===== src/rtl/pnp_cfg_bank.sv =====
module pnp_cfg_bank #(
  parameter int NDEV = 6,
  parameter logic [NDEV-1:0] FDA_MASK = 6'b001111,
  parameter logic [NDEV-1:0] FDB_MASK = 6'b011111,
  parameter logic [NDEV*16-1:0] DEF_BASE0 =
    {16'h0000, 16'h0060, 16'h02F8, 16'h03F8, 16'h0378, 16'h03F0},
  parameter logic [NDEV*16-1:0] DEF_BASE1 =
    {16'h0000, 16'h0064, 16'h0000, 16'h0000, 16'h0000, 16'h03F7}
) (
  input  logic            clk,
  input  logic            hw_rst_n,
  input  logic            sw_rst,
  input  logic            strap_hi,
  input  logic            lock_retain,
  input  logic            io_wr,
  input  logic            io_rd,
  input  logic [15:0]     io_addr,
  input  logic [7:0]      io_wdata,
  output logic [7:0]      io_rdata,
  input  logic [NDEV-1:0] ext_override,
  output logic [NDEV-1:0] dev_en
);
  localparam int SELW = (NDEV > 1) ? $clog2(NDEV) : 1;

  logic            base_hi;
  logic [7:0]      idx, ldn;
  logic            gen;
  logic [NDEV-1:0] fda, fdb;
  logic [1:0]      lock;
  logic [NDEV-1:0] act;
  logic [15:0]     b0   [NDEV];
  logic [15:0]     b1   [NDEV];
  logic [4:0]      irq  [NDEV];
  logic [1:0]      ityp [NDEV];
  logic [2:0]      dma0 [NDEV];
  logic [2:0]      dma1 [NDEV];
  logic [7:0]      ven  [NDEV];
  logic [7:0]      rd_reg;

  wire [15:0]     port_base = base_hi ? 16'h004E : 16'h002E;
  wire            hit_idx   = (io_addr == port_base);
  wire            hit_dat   = (io_addr == port_base + 16'd1);
  wire            ldn_ok    = (ldn < 8'(NDEV));
  wire [SELW-1:0] dsel      = ldn[SELW-1:0];
  wire            wr_ok     = io_wr & ~sw_rst;
  wire            dev_wr    = wr_ok & hit_dat & ldn_ok & (idx >= 8'h30);
  wire            res_open  = ~lock[1];

  always_ff @(posedge clk) begin
    if (!hw_rst_n) begin
      base_hi <= strap_hi;
      idx     <= '0;
      ldn     <= '0;
      gen     <= 1'b1;
      fda     <= '0;
      fdb     <= '0;
      if (!lock_retain) lock <= '0;
    end else if (wr_ok) begin
      if (hit_idx) idx <= io_wdata;
      else if (hit_dat) begin
        case (idx)
          8'h07: ldn <= io_wdata;
          8'h21: if (!lock[0]) gen <= io_wdata[0];
          8'h22: if (!lock[0]) fda <= io_wdata[NDEV-1:0] & FDA_MASK;
          8'h23: if (!lock[0]) fdb <= io_wdata[NDEV-1:0] & FDB_MASK;
          8'h28: lock <= lock | io_wdata[1:0];
          default: ;
        endcase
      end
    end
  end

  always_ff @(posedge clk) begin
    for (int i = 0; i < NDEV; i++) begin
      if (!hw_rst_n || sw_rst) begin
        act[i]  <= 1'b0;
        b0[i]   <= DEF_BASE0[i*16 +: 16];
        b1[i]   <= DEF_BASE1[i*16 +: 16];
        irq[i]  <= '0;
        ityp[i] <= 2'b11;
        dma0[i] <= 3'b100;
        dma1[i] <= 3'b100;
        if (!hw_rst_n) ven[i] <= '0;
      end else if (dev_wr && dsel == SELW'(i)) begin
        case (idx)
          8'h30: act[i] <= io_wdata[0];
          8'h60: if (res_open) b0[i][15:8] <= io_wdata;
          8'h61: if (res_open) b0[i][7:0]  <= io_wdata;
          8'h62: if (res_open) b1[i][15:8] <= io_wdata;
          8'h63: if (res_open) b1[i][7:0]  <= io_wdata;
          8'h70: if (res_open) irq[i]  <= io_wdata[4:0];
          8'h71: if (res_open) ityp[i] <= io_wdata[1:0];
          8'h74: if (res_open) dma0[i] <= io_wdata[2:0];
          8'h75: if (res_open) dma1[i] <= io_wdata[2:0];
          8'hF0: ven[i] <= io_wdata;
          default: ;
        endcase
      end
    end
  end

  always_comb begin
    rd_reg = '0;
    case (idx)
      8'h07: rd_reg = ldn;
      8'h21: rd_reg = {7'b0, gen};
      8'h22: rd_reg = 8'(fda);
      8'h23: rd_reg = 8'(fdb);
      8'h28: rd_reg = {6'b0, lock};
      default:
        if (ldn_ok) begin
          case (idx)
            8'h30: rd_reg = {7'b0, act[dsel]};
            8'h60: rd_reg = b0[dsel][15:8];
            8'h61: rd_reg = b0[dsel][7:0];
            8'h62: rd_reg = b1[dsel][15:8];
            8'h63: rd_reg = b1[dsel][7:0];
            8'h70: rd_reg = {3'b0, irq[dsel]};
            8'h71: rd_reg = {6'b0, ityp[dsel]};
            8'h74: rd_reg = {5'b0, dma0[dsel]};
            8'h75: rd_reg = {5'b0, dma1[dsel]};
            8'hF0: rd_reg = ven[dsel];
            default: rd_reg = '0;
          endcase
        end
    endcase
  end

  assign io_rdata = !io_rd  ? 8'h00 :
                    hit_idx ? idx    :
                    hit_dat ? rd_reg : 8'h00;

  assign dev_en = act & ~fda & ~fdb & {NDEV{gen}} & ~ext_override;

endmodule



===== config.mk =====
export PLATFORM = sky130hd
export DESIGN_NAME = pnp_cfg_bank
export DESIGN_NICKNAME = d
export VERILOG_FILES = /design/src/rtl/pnp_cfg_bank.sv
export SDC_FILE = /design/constraint.sdc
export NUM_CORES = 1
export LEC_CHECK = 0
export CAP_MARGIN = 10
export CELL_PAD_IN_SITES_DETAIL_PLACEMENT = 2
export CELL_PAD_IN_SITES_GLOBAL_PLACEMENT = 2
export CORE_MARGIN = 2
export CORE_UTILIZATION = 47
export DETAILED_ROUTE_END_ITERATION = 8
export GPL_TIMING_DRIVEN = 0
export PLACE_DENSITY = 0.82
export SYNTH_ARGS = -nofsm -noshare
export SYNTH_HDL_FRONTEND = slang
export SYNTH_SLANG_ARGS = --single-unit
export TNS_END_PERCENT = 5

===== constraint.sdc =====
create_clock -name clk -period 5.6 [get_ports clk]
set_input_delay 1.12 -clock clk [delete_from_list [all_inputs] [get_ports clk]]
set_output_delay 1.12 -clock clk [all_outputs]
set_load 0.05 [all_outputs]

# Yosys cells after proc, flatten, opt, wreduce, memory -nomap -nowiden
# Memories as Yosys holds them, arrays and structs flattened. A register that Yosys moved wholly into a read port is not among the register bits.
# Cells that the tools add are included.
dict set report classes {
  add_sub_neg 1
  n_mul 0
  div 0
  order_cmp 3
  eq_ne 27
  shift 0
  muxes 260
  n_bitwise 69
  reduce_logical 21
}
# cell n
set op_table {}
lappend op_table {{8-bit two-way mux} 34}
lappend op_table {{1-bit two-way mux} 178}
lappend op_table {{8-bit one-hot mux with 10 select lines} 1}
lappend op_table {{3-bit two-way mux} 26}
lappend op_table {{8-bit by 7-bit equality test with 1-bit output, second input constant} 8}
lappend op_table {{1-bit OR} 54}
lappend op_table {{8-bit by 6-bit equality test with 1-bit output, second input constant} 5}
lappend op_table {{8-bit one-hot mux with 5 select lines} 1}
lappend op_table {{5-bit two-way mux} 6}
lappend op_table {{6-bit AND} 4}
lappend op_table {{2-bit two-way mux} 12}
lappend op_table {{5-bit AND reduction} 4}
lappend op_table {{16-bit by 7-bit equality test with 1-bit output} 1}
lappend op_table {{16-bit by 8-bit equality test with 1-bit output} 1}
lappend op_table {{2-bit AND reduction} 7}
lappend op_table {{7-bit by 1-bit adder with 8-bit output, second input constant} 1}
lappend op_table {{8-bit by 3-bit equality test with 1-bit output, second input constant} 1}
lappend op_table {{8-bit equality test, second input constant} 1}
lappend op_table {{8-bit by 6-bit >= comparator with 1-bit output, second input constant} 1}
lappend op_table {{8-bit by 3-bit < comparator with 1-bit output, second input constant} 1}
lappend op_table {{7-bit two-way mux} 1}
lappend op_table {{3-bit by 2-bit equality test with 1-bit output, second input constant} 2}
lappend op_table {{3-bit equality test, second input constant} 2}
lappend op_table {{1-bit logical AND} 6}
lappend op_table {{15 further kinds} 23}
dict set report word_totals {
  register_bits 35
  latchBits 0
  mem_bits_rw 318
  mem_bits_ro 0
  in_bits 37
  out_inout_bits 14
  word_cells 401
  memories 7
}
# name words width read_ports rd_clocked_by_memory_dff write_ports line
set mem_list {}
lappend mem_list {b0 6 16 1 1 6 31} ;# logic [15:0] b0 [NDEV];
lappend mem_list {b1 6 16 1 1 6 32} ;# logic [15:0] b1 [NDEV];
lappend mem_list {ven 6 8 1 1 6 37} ;# logic [7:0] ven [NDEV];
lappend mem_list {irq 6 5 1 1 6 33} ;# logic [4:0] irq [NDEV];
lappend mem_list {dma0 6 3 1 1 6 35} ;# logic [2:0] dma0 [NDEV];
lappend mem_list {dma1 6 3 1 1 6 36} ;# logic [2:0] dma1 [NDEV];
lappend mem_list {{+1 memories} n/a n/a n/a n/a n/a n/a}

# Longest topological paths before layout
dict set report logic_depth {
  depth_word 11
  mapped_depth 9
  depth_no_buf 6
}

# Worst setup path after synthesis
# Ideal clock, no wire load.
dict set report synth_timing {
  kind {input port to output port}
  from {input port io_addr[8]}
  to {output port io_rdata[7]}
  arrival_time_ns 3.555
  required_time_ns 4.480
  path_slack_ns 0.925
  cell_stages 5
  path_buffers 0
  path_cell_list {or4_4 nor4_2 and2_1 nand4_1 o32ai_1}
}
dict set report synth_between {
  elab_chain_len 4
  word_cells_on_any_way 5
  classes_between {eq/ne (2); mux (3)}
}
# element line
set synth_lines {}
lappend synth_lines {{from (decl)} 17} ;# input logic [15:0] io_addr,
lappend synth_lines {{16-bit by 8-bit equality test with 1-bit output} 42} ;# wire hit_dat = (io_addr == port_base + 16'd1);
lappend synth_lines {{8-bit two-way mux} 131} ;# hit_dat ? rd_reg : 8'h00;
lappend synth_lines {{8-bit two-way mux (*)} 130} ;# hit_idx ? idx :
lappend synth_lines {{8-bit two-way mux (*)} 129} ;# assign io_rdata = !io_rd ? 8'h00 :
lappend synth_lines {{to (decl)} 19} ;# output logic [7:0] io_rdata,
# Every way passes the cells marked *; elsewhere a longest branch is shown, timed or not.

==> metrics.md <==
| Metric | Value |
|---|---|
| Post-Synth Simple-Gate Area | 17.1% |
| Starting density of the core | 47.6% |
| Core area | 35,500 um2 |
| Worst path max stage delay | about 0.75 ns |
| Critical Path End Type | primary output |
| Yosys reg bits | 356 |
| Fraction of synthesized area in multiplexers | 14.3% |
| Pre-CTS setup slack | -0.0474 ns |
| Post-synthesis xor/xnor area fraction | 0.0518% |
| Die Y | 194 um |
| Grt ovf | 0 |
| Synth Area in Compound Gates | 4.92% |
| Most frequent CP cell | clkbuf_1 |
| Overall power | slightly below 6000 uW |
| Antenna viol nets, final | 0 |
| Post-CTS setup buffers | 0 |
| Hold WS | 0.540 ns |
| Hold_sp | fda[2] |
| Maximum fanout along the worst path | 10 |
| Min Tclk post-route | 5.64 ns |
| Clk_skew | between 0.015 and 0.02 ns |
| Post-synthesis cell type count | just under 70 |
| Synth Instances | 1,372 |
| Syn Nets | 1,409 |
| Largest net degree at the start of global routing | 13 |
| Hold Crit Class | reg -> reg |
| CP cell instances | clkbuf_1 -> clkinv_2 -> clkbuf_1 -> mux4_2 -> a22oi_1 -> nand2_1 -> nor4_2 -> o21ai_0 -> clkdlybuf4s50_1 |
| Worst EP arrival | 4.52 ns |
| Placement Rows | approximately 70 |
| Worst skew pair latency | 0.57 ns |
| First-pass GRT wire length | roughly 110,000 um |
| CTS Buf Count | 40 |
| Worst-path clk slew | 0.05 ns |
| CP required | 4.48 ns |
| Largest family of logic cells by synthesized area | simple AND/OR/NAND/NOR gates |
| Vias/cell | approximately 7 |
| H-tree Lvls | 2 |
| Violated checks | setup timing |
| Critical-path top delay cell | clkdlybuf4s50_1 |
| Power Density | around 300 nW/um2 |
| Max-slew headroom | 11.4% |
| # IOs | 51 |
| Buffers & Inverters on Critical Path | 4 |
| Chip width | just under 200 um |
| DR iter-0 viols | approximately 1,800 |
| Async S/R FF share, synth | 0% |
| GP Congestion | 0.987 |
| RSZ-0062 raised after global routing | yes |
| Seq/Total Area, Yosys | 61.2% |
| Port buffer count | 46 |
| Synth Area in Adders | 0% |
| Synthesized area per cell | 12.3 um2 |
| Routed WL per cell | 38.1 um |
| Fraction of layout cells with a size suffix above 1 | 14.6% |
| R2R Path Start | idx[2] |
| Final setup TNS | -0.0369 ns |
| CTS tree | built |
| Setup violators final | 1 |
| DRC | 0 |
| Type of origin of the critical path | register |
| Initial antenna violation count | 5 |
| Final slew viol count | 0 |
| First-pass DRT Iterations | 6 |
| Family with the most delay on the worst path | buffers and inverters |
| Leak | 0.00626 uW |
| Post-route setup slack | -0.0369 ns |
| Worst Tran Pin Value | about 1.3 ns |
| Peak supply drop | 0.256 mV |
| Die footprint | 37,500 um2 |
| Via count | 13,499 |
| Final Cycle Share | 101% |
| Final Hold Vio Count | 0 |
| DRT Wirelength | about 75,000 um |
| Detailed placer's ending HPWL | 52,600 um |
| Synth Flop Type | edfxtp_1 |
| Outcome | finished with violations |
| CTS Sinks | about 360 |
| All-layer global routing usage | between 40 and 50% |
| Critical path type | reg -> out |
| Max-Cap Viols | 0 |
| Vias in the first global route | 14,167 |
| Syn. warnings | 0 |
| Fmax | 177 MHz |
| Clk Tree Root Cell | clkbuf_16 |
| Post-synth EDFFs | approximately 320 |
| Nets | 1,517 |
| Mapped cell area | 16,900 um2 |
| Area growth, synth to finish | 14.2% |
| Maximum clock insertion buffer count | 3 |
[power breakdown]
part	leakage, uW	internal (uW)	switching, uW
registers	0.00357	3000	52.7
clock network	0.000560	1350	1120
logic	0.00213	81.1	191
[stage by stage]
stage / area (um2) / std cells / utilization, %
floorplan: 16900 / 1372 / -
global placement: 17900 / 1879 / 50.6
detailed placement: 18000 / 1893 / 50.8
CTS: 19200 / 1959 / 54.1
global route: 19300 / 1965 / 54.3
finish: 19300 / 1970 / 54.4
[placed cells by master (no fill, tap or decap), types with 5 or more instances in the layout]
cell / instances
o22ai_1: 5
nor4_1: 8
and2_1: 50
buf_2: 24
a211oi_1: 6
clkbuf_1: 76
dfxtp_1: 35
nor3_1: 10
o21ai_1: 5
clkinv_1: 10
clkbuf_4: 5
nand2_1: 154
diode_2: 5
mux2_2: 44
mux2i_1: 68
nor2b_1: 6
edfxtp_1: 321
mux4_2: 55
clkdlybuf4s50_1: 42
a22oi_1: 13
nand2b_1: 8
nor2_1: 277
clkbuf_16: 41
buf_4: 13
nand3_1: 27
and3_1: 17
a21oi_1: 14
or3_1: 23
o211ai_1: 12
o21ai_0: 41
[synthesized netlist by cell type (3+ instances only)]
cell / n / area share (%)
a211o_1: 4 / 0.21
a211oi_1: 6 / 0.27
a21oi_1: 15 / 0.44
a221oi_1: 3 / 0.16
a22oi_1: 13 / 0.58
and2_1: 50 / 1.9
and3_1: 17 / 0.63
buf_1: 6 / 0.13
buf_2: 22 / 0.65
buf_4: 3 / 0.13
clkbuf_1: 66 / 1.5
dfxtp_1: 35 / 4.1
edfxtp_1: 321 / 57
mux2_2: 44 / 2.9
mux2i_1: 68 / 4.0
mux4_2: 55 / 7.3
nand2_1: 154 / 3.4
nand2b_1: 8 / 0.30
nand3_1: 27 / 0.80
nand3b_1: 3 / 0.13
nand4b_1: 3 / 0.16
nor2_1: 277 / 6.2
nor2b_1: 6 / 0.22
nor3_1: 10 / 0.30
nor4_1: 9 / 0.33
o211ai_1: 12 / 0.53
o21ai_0: 46 / 1.4
o22ai_1: 5 / 0.19
or3_1: 23 / 0.85
[final cells by class]
class,count,area [um2]
fillers,3379,16200
well taps,461,577
diodes,5,12.5
clock buffers,52,1080
clock inverters,14,70.1
plain buffers,97,435
inverters,4,16.3
flip-flops and latches,356,10300
multi-input cells,915,6180
repair buffers,66,588
[worst reg2reg max path, cell delays in order, from the launching register on]
cell and delay [ns]:
dfxtp_1 0.34, clkbuf_1 0.24, nor3b_1 0.96, nand2_1 0.46, nor3_2 0.83, nand2_1 0.51
nand2_1 0.50
[registers in the layout, indices dropped and copies added, names as in the netlist, named ones only]
signal / flops
act: 6
b0: 96
b1: 96
base_hi: 1
dma0: 18
dma1: 18
fda: 4
fdb: 5
gen: 1
idx: 8
irq: 30
ityp: 12
ldn: 8
lock: 2
ven: 48
[logic make-up (layout without fill, tap and decap cells)]
kind of cell,after synthesis,count (layout)
AND/OR/NAND/NOR,620,620
AO/OA/AOI/OAI,127,127
buffers and inverters,101,233
flip-flops,356,356
multiplexers,167,167
XOR/XNOR,1,1
other,0,5
[repair_timing]
| action | CTS | global route |
|---|---|---|
| hold buffers | 0 | 0 |
| setup endpoints to repair | 8 | 7 |
| resized for setup | 16 | 11 |
| pin swaps | 0 | 1 |
| hold endpoints to repair | 0 | 0 |
[per-layer routing]
metal	part of all wire (%)	vias to the layer above	GRT usage [%]
li1	-	5266	-
met1	36	6917	50.0
met2	46	1019	62.5
met3	11	295	11.4
met4	7.0	2	25.7
met5	0.019	-	0
[worst paths after layout]
| path | slack [ns] | cells after the start | endpoint |
|---|---|---|---|
| worst max-delay path | -0.04 | 9 | io_rdata[1] |
| worst min-delay path | 0.54 | 2 | fda[2] |
| worst max register to register | 1.41 | 6 | b1[2][11] |
| worst min register to register | 0.54 | 2 | fda[2] |
(Power assumes the default switching activity.)
